$ cat config.mk
export PLATFORM = sky130hd
export DESIGN_NAME = tiered_carry_counter
export DESIGN_NICKNAME = d
export VERILOG_FILES = /design/src/rtl/tcc_pkg.sv /design/src/rtl/tcc_slice.sv /design/src/rtl/tcc_group.sv /design/src/rtl/tiered_carry_counter.sv
export SDC_FILE = /design/constraint.sdc
export NUM_CORES = 1
export LEC_CHECK = 0
export CAP_MARGIN = 25
export CORE_MARGIN = 10
export CORE_UTILIZATION = 35
export DETAILED_ROUTE_END_ITERATION = 10
export GPL_TIMING_DRIVEN = 0
export PLACE_DENSITY = 0.68
export SETUP_SLACK_MARGIN = 0.5
export SLEW_MARGIN = 20
export SYNTH_ARGS = -nofsm -noshare
export SYNTH_HDL_FRONTEND = slang
export SYNTH_SLANG_ARGS = --single-unit
$ cat constraint.sdc
create_clock -name clk -period 2.2 [get_ports clk]
set_clock_uncertainty 0.05 [all_clocks]
set_input_delay 0.44 -clock clk [delete_from_list [all_inputs] [get_ports clk]]
set_output_delay 0.44 -clock clk [all_outputs]
set_load 0.005 [all_outputs]
$ cat src/rtl/tcc_pkg.sv
package tcc_pkg;
  parameter int SLICE_W = 8;
  parameter int SLICES_PER_GRP = 4;
  parameter int GRP_CNT = 2;
  localparam int GRP_W = SLICE_W * SLICES_PER_GRP;
  localparam int CNT_W = GRP_W * GRP_CNT;
  localparam int SLICE_CNT = SLICES_PER_GRP * GRP_CNT;

  // Toggle vector for one slice: bit i flips when en and all bits below i are 1.
  // Each bit is a single wide AND (parallel gating), no chain through bits.
  function automatic logic [SLICE_W-1:0] slice_toggles(input logic [SLICE_W-1:0] q,
                                                       input logic en);
    logic [SLICE_W-1:0] t;
    logic [SLICE_W-1:0] low_mask;
    for (int i = 0; i < SLICE_W; i++) begin
      low_mask = (SLICE_W'(1) << i) - SLICE_W'(1);
      t[i] = en & (&(q | ~low_mask));
    end
    return t;
  endfunction

  // Lookahead slice enables inside a group: slice k needs the group enable
  // and the full flags of slices 0..k-1, formed as one AND each.
  function automatic logic [SLICES_PER_GRP-1:0] group_lookahead(
      input logic grp_en, input logic [SLICES_PER_GRP-1:0] full);
    logic [SLICES_PER_GRP-1:0] e;
    logic [SLICES_PER_GRP-1:0] below;
    for (int k = 0; k < SLICES_PER_GRP; k++) begin
      below = (SLICES_PER_GRP'(1) << k) - SLICES_PER_GRP'(1);
      e[k] = grp_en & (&(full | ~below));
    end
    return e;
  endfunction
endpackage

$ cat src/rtl/tcc_slice.sv
module tcc_slice
  import tcc_pkg::*;
(
  input  logic               clk,
  input  logic               rst,
  input  logic               ld,
  input  logic [SLICE_W-1:0] ld_val,
  input  logic               en,
  output logic [SLICE_W-1:0] q,
  output logic               full
);
  logic [SLICE_W-1:0] toggles;

  assign toggles = slice_toggles(q, en);
  // Full flag is independent of en so the group can look ahead on it.
  assign full = &q;

  always_ff @(posedge clk) begin
    if (rst)      q <= '0;
    else if (ld)  q <= ld_val;
    else          q <= q ^ toggles;
  end

  // an enabled slice advances by one (modulo its width)
  a_r3_slice_step: assert property (@(posedge clk) disable iff (rst)
    (en && !ld) |=> (q == $past(q) + SLICE_W'(1)));
  // a disabled slice keeps its bits
  a_r4_slice_hold: assert property (@(posedge clk) disable iff (rst)
    (!en && !ld) |=> $stable(q));
endmodule

$ cat src/rtl/tcc_group.sv
module tcc_group
  import tcc_pkg::*;
(
  input  logic                      clk,
  input  logic                      rst,
  input  logic                      ld,
  input  logic [GRP_W-1:0]          ld_val,
  input  logic                      grp_en,
  output logic [GRP_W-1:0]          q,
  output logic [SLICES_PER_GRP-1:0] slc_en,
  output logic                      grp_carry
);
  logic [SLICES_PER_GRP-1:0] slc_full;

  assign slc_en    = group_lookahead(grp_en, slc_full);
  assign grp_carry = grp_en & (&slc_full);

  for (genvar k = 0; k < SLICES_PER_GRP; k++) begin : g_slice
    tcc_slice u_slice (
      .clk    (clk),
      .rst    (rst),
      .ld     (ld),
      .ld_val (ld_val[k*SLICE_W +: SLICE_W]),
      .en     (slc_en[k]),
      .q      (q[k*SLICE_W +: SLICE_W]),
      .full   (slc_full[k])
    );
    if (k > 0) begin : g_chk
      // a slice is only enabled when its lower neighbour is enabled and full
      a_r5_lookahead_gate: assert property (@(posedge clk) disable iff (rst)
        slc_en[k] |-> (slc_en[k-1] && slc_full[k-1]));
    end
  end

  // the group carry needs the top slice enabled and full
  a_r6_group_carry: assert property (@(posedge clk) disable iff (rst)
    grp_carry |-> (slc_en[SLICES_PER_GRP-1] && slc_full[SLICES_PER_GRP-1]));
endmodule

$ cat src/rtl/tiered_carry_counter.sv
module tiered_carry_counter
  import tcc_pkg::*;
(
  input  logic                 clk,
  input  logic                 rst,
  input  logic                 cnt_en,
  input  logic                 tst_load,
  input  logic [CNT_W-1:0]     tst_value,
  output logic [CNT_W-1:0]     count,
  output logic                 carry_out,
  output logic [SLICE_CNT-1:0] slice_en_dbg
);
  // Serial chain between groups: group g's enable is group g-1's carry.
  logic [GRP_CNT:0] grp_link;

  assign grp_link[0] = cnt_en;
  assign carry_out   = grp_link[GRP_CNT];

  for (genvar g = 0; g < GRP_CNT; g++) begin : g_grp
    tcc_group u_grp (
      .clk       (clk),
      .rst       (rst),
      .ld        (tst_load),
      .ld_val    (tst_value[g*GRP_W +: GRP_W]),
      .grp_en    (grp_link[g]),
      .q         (count[g*GRP_W +: GRP_W]),
      .slc_en    (slice_en_dbg[g*SLICES_PER_GRP +: SLICES_PER_GRP]),
      .grp_carry (grp_link[g+1])
    );
  end

  // reset clears the whole count
  a_r1_reset_clear: assert property (@(posedge clk)
    rst |=> (count == '0));
  // load takes priority over counting
  a_r2_load_wins: assert property (@(posedge clk) disable iff (rst)
    tst_load |=> (count == $past(tst_value)));
  // carry out only at all ones while enabled
  a_r6_carry_out_ones: assert property (@(posedge clk) disable iff (rst)
    carry_out |-> (cnt_en && (count == '1)));
  // the final carry is followed by a wrap to zero
  a_r7_wrap_zero: assert property (@(posedge clk) disable iff (rst)
    (carry_out && !tst_load) |=> (count == '0));
endmodule

Yosys cells after proc, flatten, opt, wreduce, memory -nomap -nowiden
Index checks and enable logic that the tools add are counted.
Storage, ports and cells
  register bits: 64
  latch bits: 0
  RAM bits: 0
  ROM bits: 0
  input port bits: 68
  output and inout port bits: 73
  word-level logic and storage cells: 144
  memories kept: 0
Cells by class
  add/sub/neg operators: 0
  multipliers: 0
  div/mod/pow operators: 0
  magnitude comparators: 0
  equal/unequal tests: 0
  shifts and indexed selects: 0
  muxes and demuxes: 8
  bitwise gates (word level): 72
  reduce and logical (&&, ||, !) cells: 56
Operators by type and width (number)
  $and A1 B1 Y1: 64
  $mux W8: 8
  $reduce_and A32 Y1: 2
  $xor A8 B8 Y8: 8
  $reduce_and A7 Y1: 8
  $reduce_and A24 Y1: 2
  $reduce_and A6 Y1: 8
  $reduce_and A5 Y1: 8
  $reduce_and A16 Y1: 2
  $reduce_and A4 Y1: 8
  $reduce_and A3 Y1: 8
  $reduce_and A2 Y1: 8
  $reduce_and A8 Y1: 2

Depth between registers and ports, before layout
  depth in word-level cells: 6
  mapped depth: 11
  depth with buffers taken out: 9

Cells and area by module
Synthesis repeated with hierarchy kept, for this count alone.
Unflattened totals
  cells, all modules: 389
  area total of the unflattened synthesis: 3449.6 µm²
By module, submodules not included
  tcc_slice at g_grp[0].u_grp.g_slice[1].u_slice ...: instances 7, cells an instance 47, area an instance 420.4 µm²
  tcc_slice at g_grp[0].u_grp.g_slice[0].u_slice: instances 1, cells an instance 50, area an instance 431.7 µm²
  tcc_group: instances 2, cells an instance 5, area an instance 37.5 µm²

Worst setup path before layout
Ideal clock, no wire load.
  path type: reg-to-output
  from: reg g_grp[1].u_grp.g_slice[0].u_slice.q[5]
  to: out slice_en_dbg[7]
  arrival: 1.805 ns
  data required time: 1.710 ns
  path slack: -0.095 ns
  cell stages (with the launch flop): 9
  path through: dfxtp_1 and3_1 and3_1 clkbuf_1 clkbuf_1 and3_2 nand3_1 nor2_1 buf_4
On the way
  longest elaborated chain between the ends: 2
RTL lines
  start: declaration: line tcc_slice.sv:9  | output logic [SLICE_W-1:0] q,
  start signal: assignment: line tcc_slice.sv:20  | else if (ld) q <= ld_val;
  start signal: assignment: line tcc_slice.sv:21  | else q <= q ^ toggles;
  $reduce_and A24 Y1: line tcc_pkg.sv:30  | e[k] = grp_en & (&(full | ~below));
  $and A1 B1 Y1: line tcc_pkg.sv:30
  end: declaration: line tiered_carry_counter.sv:11  | output logic [SLICE_CNT-1:0] slice_en_dbg
No other way between the ends.

Worst setup path after layout
  from: reg g_grp[0].u_grp.g_slice[0].u_slice.q[6]
  to: out slice_en_dbg[6]
On the way
  longest elaborated chain between the ends: 3
RTL lines
  start: declaration: line tcc_slice.sv:9
  start signal: assignment: line tcc_slice.sv:20
  start signal: assignment: line tcc_slice.sv:21
  $reduce_and A32 Y1: line tcc_group.sv:16  | assign grp_carry = grp_en & (&slc_full);
  $and A1 B1 Y1: line tcc_group.sv:16
  $and A1 B1 Y1: line tcc_pkg.sv:30
No other way between the ends.

==> results.sh <==
export IMPL_p_int_mw=2.14
export IMPL_startpoint_type="flop"
export IMPL_synth_edf_count=0
export IMPL_crit_family="simple AND/OR/NAND/NOR gates"
export IMPL_cap_violations=0
export IMPL_design_die_area_sq_um=15800
export IMPL_drt_pass1_iterations=5
export IMPL_pin_count=141
export IMPL_die_w_um=126
export IMPL_cts_tree="built"
export IMPL_antenna_found_initial=1
export IMPL_syn_nets=549
export IMPL_fin_crit_ns=2.71
export IMPL_final_core_util_pct=68.5
export IMPL_worstHoldStart="cnt_en"
export IMPL_ctsHtreeMaxLevel=3
export IMPL_clock_latency_ns=0.36
export IMPL_sw_frac_of_total_pct=30.4
export IMPL_holdPathEnd="g_grp[0].u_grp.g_slice[0].u_slice.q[0]$_SDFF_PP0_"
export IMPL_viasPerCell=5.57
export IMPL_critPathKind="flop to primary output"
export IMPL_final_nets=801
export IMPL_port_buffers=138
export IMPL_r2r_setup_slack_ns=-0.19
export IMPL_rsz0062_at_grt="true"
export IMPL_timing_critical_path_mode_cell="buf_6"
export IMPL_relSlewSlack_pct=41.0
export IMPL_whs_ns=0.500
export IMPL_total_power_mw=3.07
export IMPL_drt_iter0_markers=309
export IMPL_pwr_share_seq_pct=43.3
export IMPL_drive_gt1_share_pct=44.0
export IMPL_seq_area_sq_um=1440
export IMPL_fillCellCount=810
export IMPL_violations="setup timing"
export IMPL_syn_area_per_cell_sq_um=8.24
export IMPL_setup_viol=17
export IMPL_gp_congestion=0.887
export IMPL_path_buf_inv=4
export IMPL_critPathArrivalTime_ns=2.22
export IMPL_comb_power_share_pct=21.7
export IMPL_grt_max_degree=12
export IMPL_max_vdd_ir_drop_mv=0.303
export IMPL_clk_pin_slew_ns=0.08
export IMPL_r2r_start="g_grp[0].u_grp.g_slice[0].u_slice.q[6]$_SDFF_PP0_"
export IMPL_grt_util_all_layers_pct=20.2
export IMPL_cp_slowest_cell="or4_4"
export IMPL_synthCells=473
export IMPL_r2r_end="g_grp[1].u_grp.g_slice[2].u_slice.q[1]$_SDFF_PP0_"
export IMPL_yosysWarnings=0
export IMPL_fmax_mhz=369
export IMPL_power_density_nw_per_um2=412
export IMPL_cts_root_buf="clkbuf_8"
export IMPL_grt_pass1_wl_um=26300
export IMPL_fin_crit_sh_pct=123
export IMPL_crit_chain="nand3_4 -> or4_4 -> nor3_4 -> buf_6 -> buf_6 -> nand4_1 -> nor2_2 -> buf_4 -> buf_6"
export IMPL_final_hold_viol_count=0
export IMPL_syn_area_sq_um=3900
export IMPL_hp_class="primary input to flop"
export IMPL_multiInputGateArea_sq_um=3040
export IMPL_vias=4852
export IMPL_reg_largest_list="g_grp.u_grp.g_slice.u_slice.q x64"
export IMPL_p_switching_mw=0.935
export IMPL_synth_cell_types=51
export IMPL_drt_wirelength_per_cell_um=20.7
export IMPL_grt_pass1_vias=4842
export IMPL_crit_required_ns=1.71
export IMPL_slowest_delay_ns=0.54
export IMPL_synth_seq_cells=64
export IMPL_die_height_um=126
export IMPL_wirelength_um=18000
export IMPL_async_reset_ff_share_pct=0
export IMPL_pwr_share_clk_pct=35.1
export IMPL_cp_max_fo=3
export IMPL_synthFlopType="dfxtp_1"
export IMPL_slew_viol_final=0
export IMPL_route_detailed_drc=0
export IMPL_ant_nets=0
export IMPL_rr_worst_depth=12
export IMPL_status="finished, violations left"
export IMPL_clock_sinks=64
export IMPL_start_util_pct=35.8
export IMPL_hpwlAfterDp_um=11100
export IMPL_num_rows=38
export IMPL_syn2layout_area_growth_pct=91.5
export IMPL_p_leak_nw=3.27
export IMPL_top_register="g_grp.u_grp.g_slice.u_slice.q"
export IMPL_endpoint_kind="primary output"
export IMPL_tightest_slew_ns=0.885
export IMPL_core_area_sq_um=10900
export IMPL_cts_buffer_depth=2
export IMPL_setup_ws_ns=-0.512
export IMPL_cts_buffers=9
export IMPL_grt_overflow=0
export IMPL_ys_seq_area_share_pct=32.9
export IMPL_largest_reg_flops=64
export IMPL_whs_path_depth=4
[kinds of logic (layout without fill, tap and decap cells)]
kind of cell    after synthesis  count (layout)  share of synthesized area, %
compound gates               74              74                          14.9
xor+xnor                     34              34                          7.64
fa+ha+maj                     8               8                          2.57
buf+inv                      62             319                          7.09
flops                        64              64                          32.9
mux                          10              10                          2.57
other cells                   0               1                             0
simple gates                221             221                          32.4
[stage by stage]
stage	cell area, sq um	cells	setup slack (ns)	setup TNS, ns
floorplan	4030	473	0.101	0
global placement	5590	751	-1.31	-36.19
detailed placement	5590	751	-1.32	-38.51
CTS	6770	837	-0.473	-3.17
global route	7460	870	-0.561	-5.21
finish	7460	871	-0.512	-3.52
[placed cells by master, fill, tap and decap left out, drive strengths merged, types with 13 or more instances in the layout]
| master | synthesis | routed |
|---|---|---|
| nand3 | 20 | 20 |
| nor3 | 13 | 13 |
| nor2 | 55 | 55 |
| dlygate4sd2 | 0 | 60 |
| and3 | 23 | 23 |
| dfxtp | 64 | 64 |
| nand4 | 27 | 27 |
| clkbuf | 24 | 35 |
| buf | 16 | 128 |
| inv | 21 | 21 |
| a2111oi | 14 | 14 |
| a211oi | 23 | 23 |
| nor4 | 13 | 13 |
| clkdlybuf4s50 | 0 | 66 |
| xor2 | 26 | 26 |
| nand2 | 42 | 42 |
| a21oi | 15 | 15 |
[power groups by stage]
stage	Combinational (mW)	Clock, mW	Sequential (mW)
after floorplan	0.204	0	1.36
after global placement	0.546	0	1.37
after detailed placement	0.554	0	1.37
after CTS	0.614	1.06	1.32
after global routing	0.718	1.11	1.34
final	0.666	1.08	1.33
[cells in the mapped netlist (4+ instances only)]
| cell type | n | share of area (%) |
|---|---|---|
| nand3_1 | 18 | 2.3 |
| clkbuf_1 | 24 | 2.3 |
| a2111oi_2 | 4 | 1.5 |
| ha_1 | 8 | 2.6 |
| a311oi_1 | 12 | 2.7 |
| a21oi_1 | 15 | 1.9 |
| and3_2 | 4 | 0.77 |
| buf_4 | 9 | 1.7 |
| nand4_1 | 24 | 3.9 |
| dfxtp_1 | 64 | 33 |
| a2111oi_0 | 6 | 1.3 |
| or3_1 | 4 | 0.64 |
| xor2_1 | 26 | 5.8 |
| nor2b_1 | 4 | 0.64 |
| xnor2_1 | 8 | 1.8 |
| mux2i_1 | 10 | 2.6 |
| and2_1 | 7 | 1.1 |
| nor2_1 | 55 | 5.3 |
| and3_1 | 19 | 3.0 |
| inv_1 | 21 | 2.0 |
| nor4_1 | 10 | 1.6 |
| a211oi_1 | 23 | 4.4 |
| nor3_1 | 9 | 1.2 |
| buf_1 | 4 | 0.39 |
| a2111oi_1 | 4 | 1.0 |
| nand2_1 | 41 | 3.9 |
[per-layer routing]
layer  global-route usage (%)  up-vias  wire length, um
li1                         -     2228                -
met1                     23.1     2363             6960
met2                     34.0      227             8980
met3                     7.22       34             1660
met4                     6.98        0              420
met5                        0        -                0
[how the worst max path moves through the flow]
stage / startpoint / end / cells past startpoint
2_1_floorplan: cnt_en / slice_en_dbg[6] / 6
4_1_cts: g_grp[0].u_grp.g_slice[0].u_slice.q[6]$_SDFF_PP0_ / slice_en_dbg[6] / 9
6_report: g_grp[0].u_grp.g_slice[0].u_slice.q[6]$_SDFF_PP0_ / slice_en_dbg[6] / 9
3_5_place_dp: cnt_en / slice_en_dbg[6] / 8
3_3_place_gp: cnt_en / slice_en_dbg[6] / 8
5_1_grt: g_grp[0].u_grp.g_slice[0].u_slice.q[6]$_SDFF_PP0_ / slice_en_dbg[6] / 9
[worst min-delay path: stages]
cell and delay, ns:
buf_4 0.14, ha_1 0.15, mux2i_1 0.06, nor2_1 0.08
[area by class of cell]
type                    count  area share (%)
diodes                      1          0.0335
repair buffers            241            30.1
clock buffers              11            1.89
well taps                 140            2.35
inverters                  22            1.16
clock inverters             5           0.755
multi-input cells         347            40.7
flip-flops and latches     64            19.3
plain buffers              40            3.69
[what timing repair did]
| action | 4_1_cts | 5_1_grt |
|---|---|---|
| pin swaps | 60 | 61 |
| cloned | 1 | 0 |
| hold buffers | 0 | 0 |
| buffers inserted | 69 | 33 |
| resized for setup | 249 | 100 |
| endpoints found under the setup margin | 135 | 70 |
No activity file was read; power rests on OpenSTA's default activity.
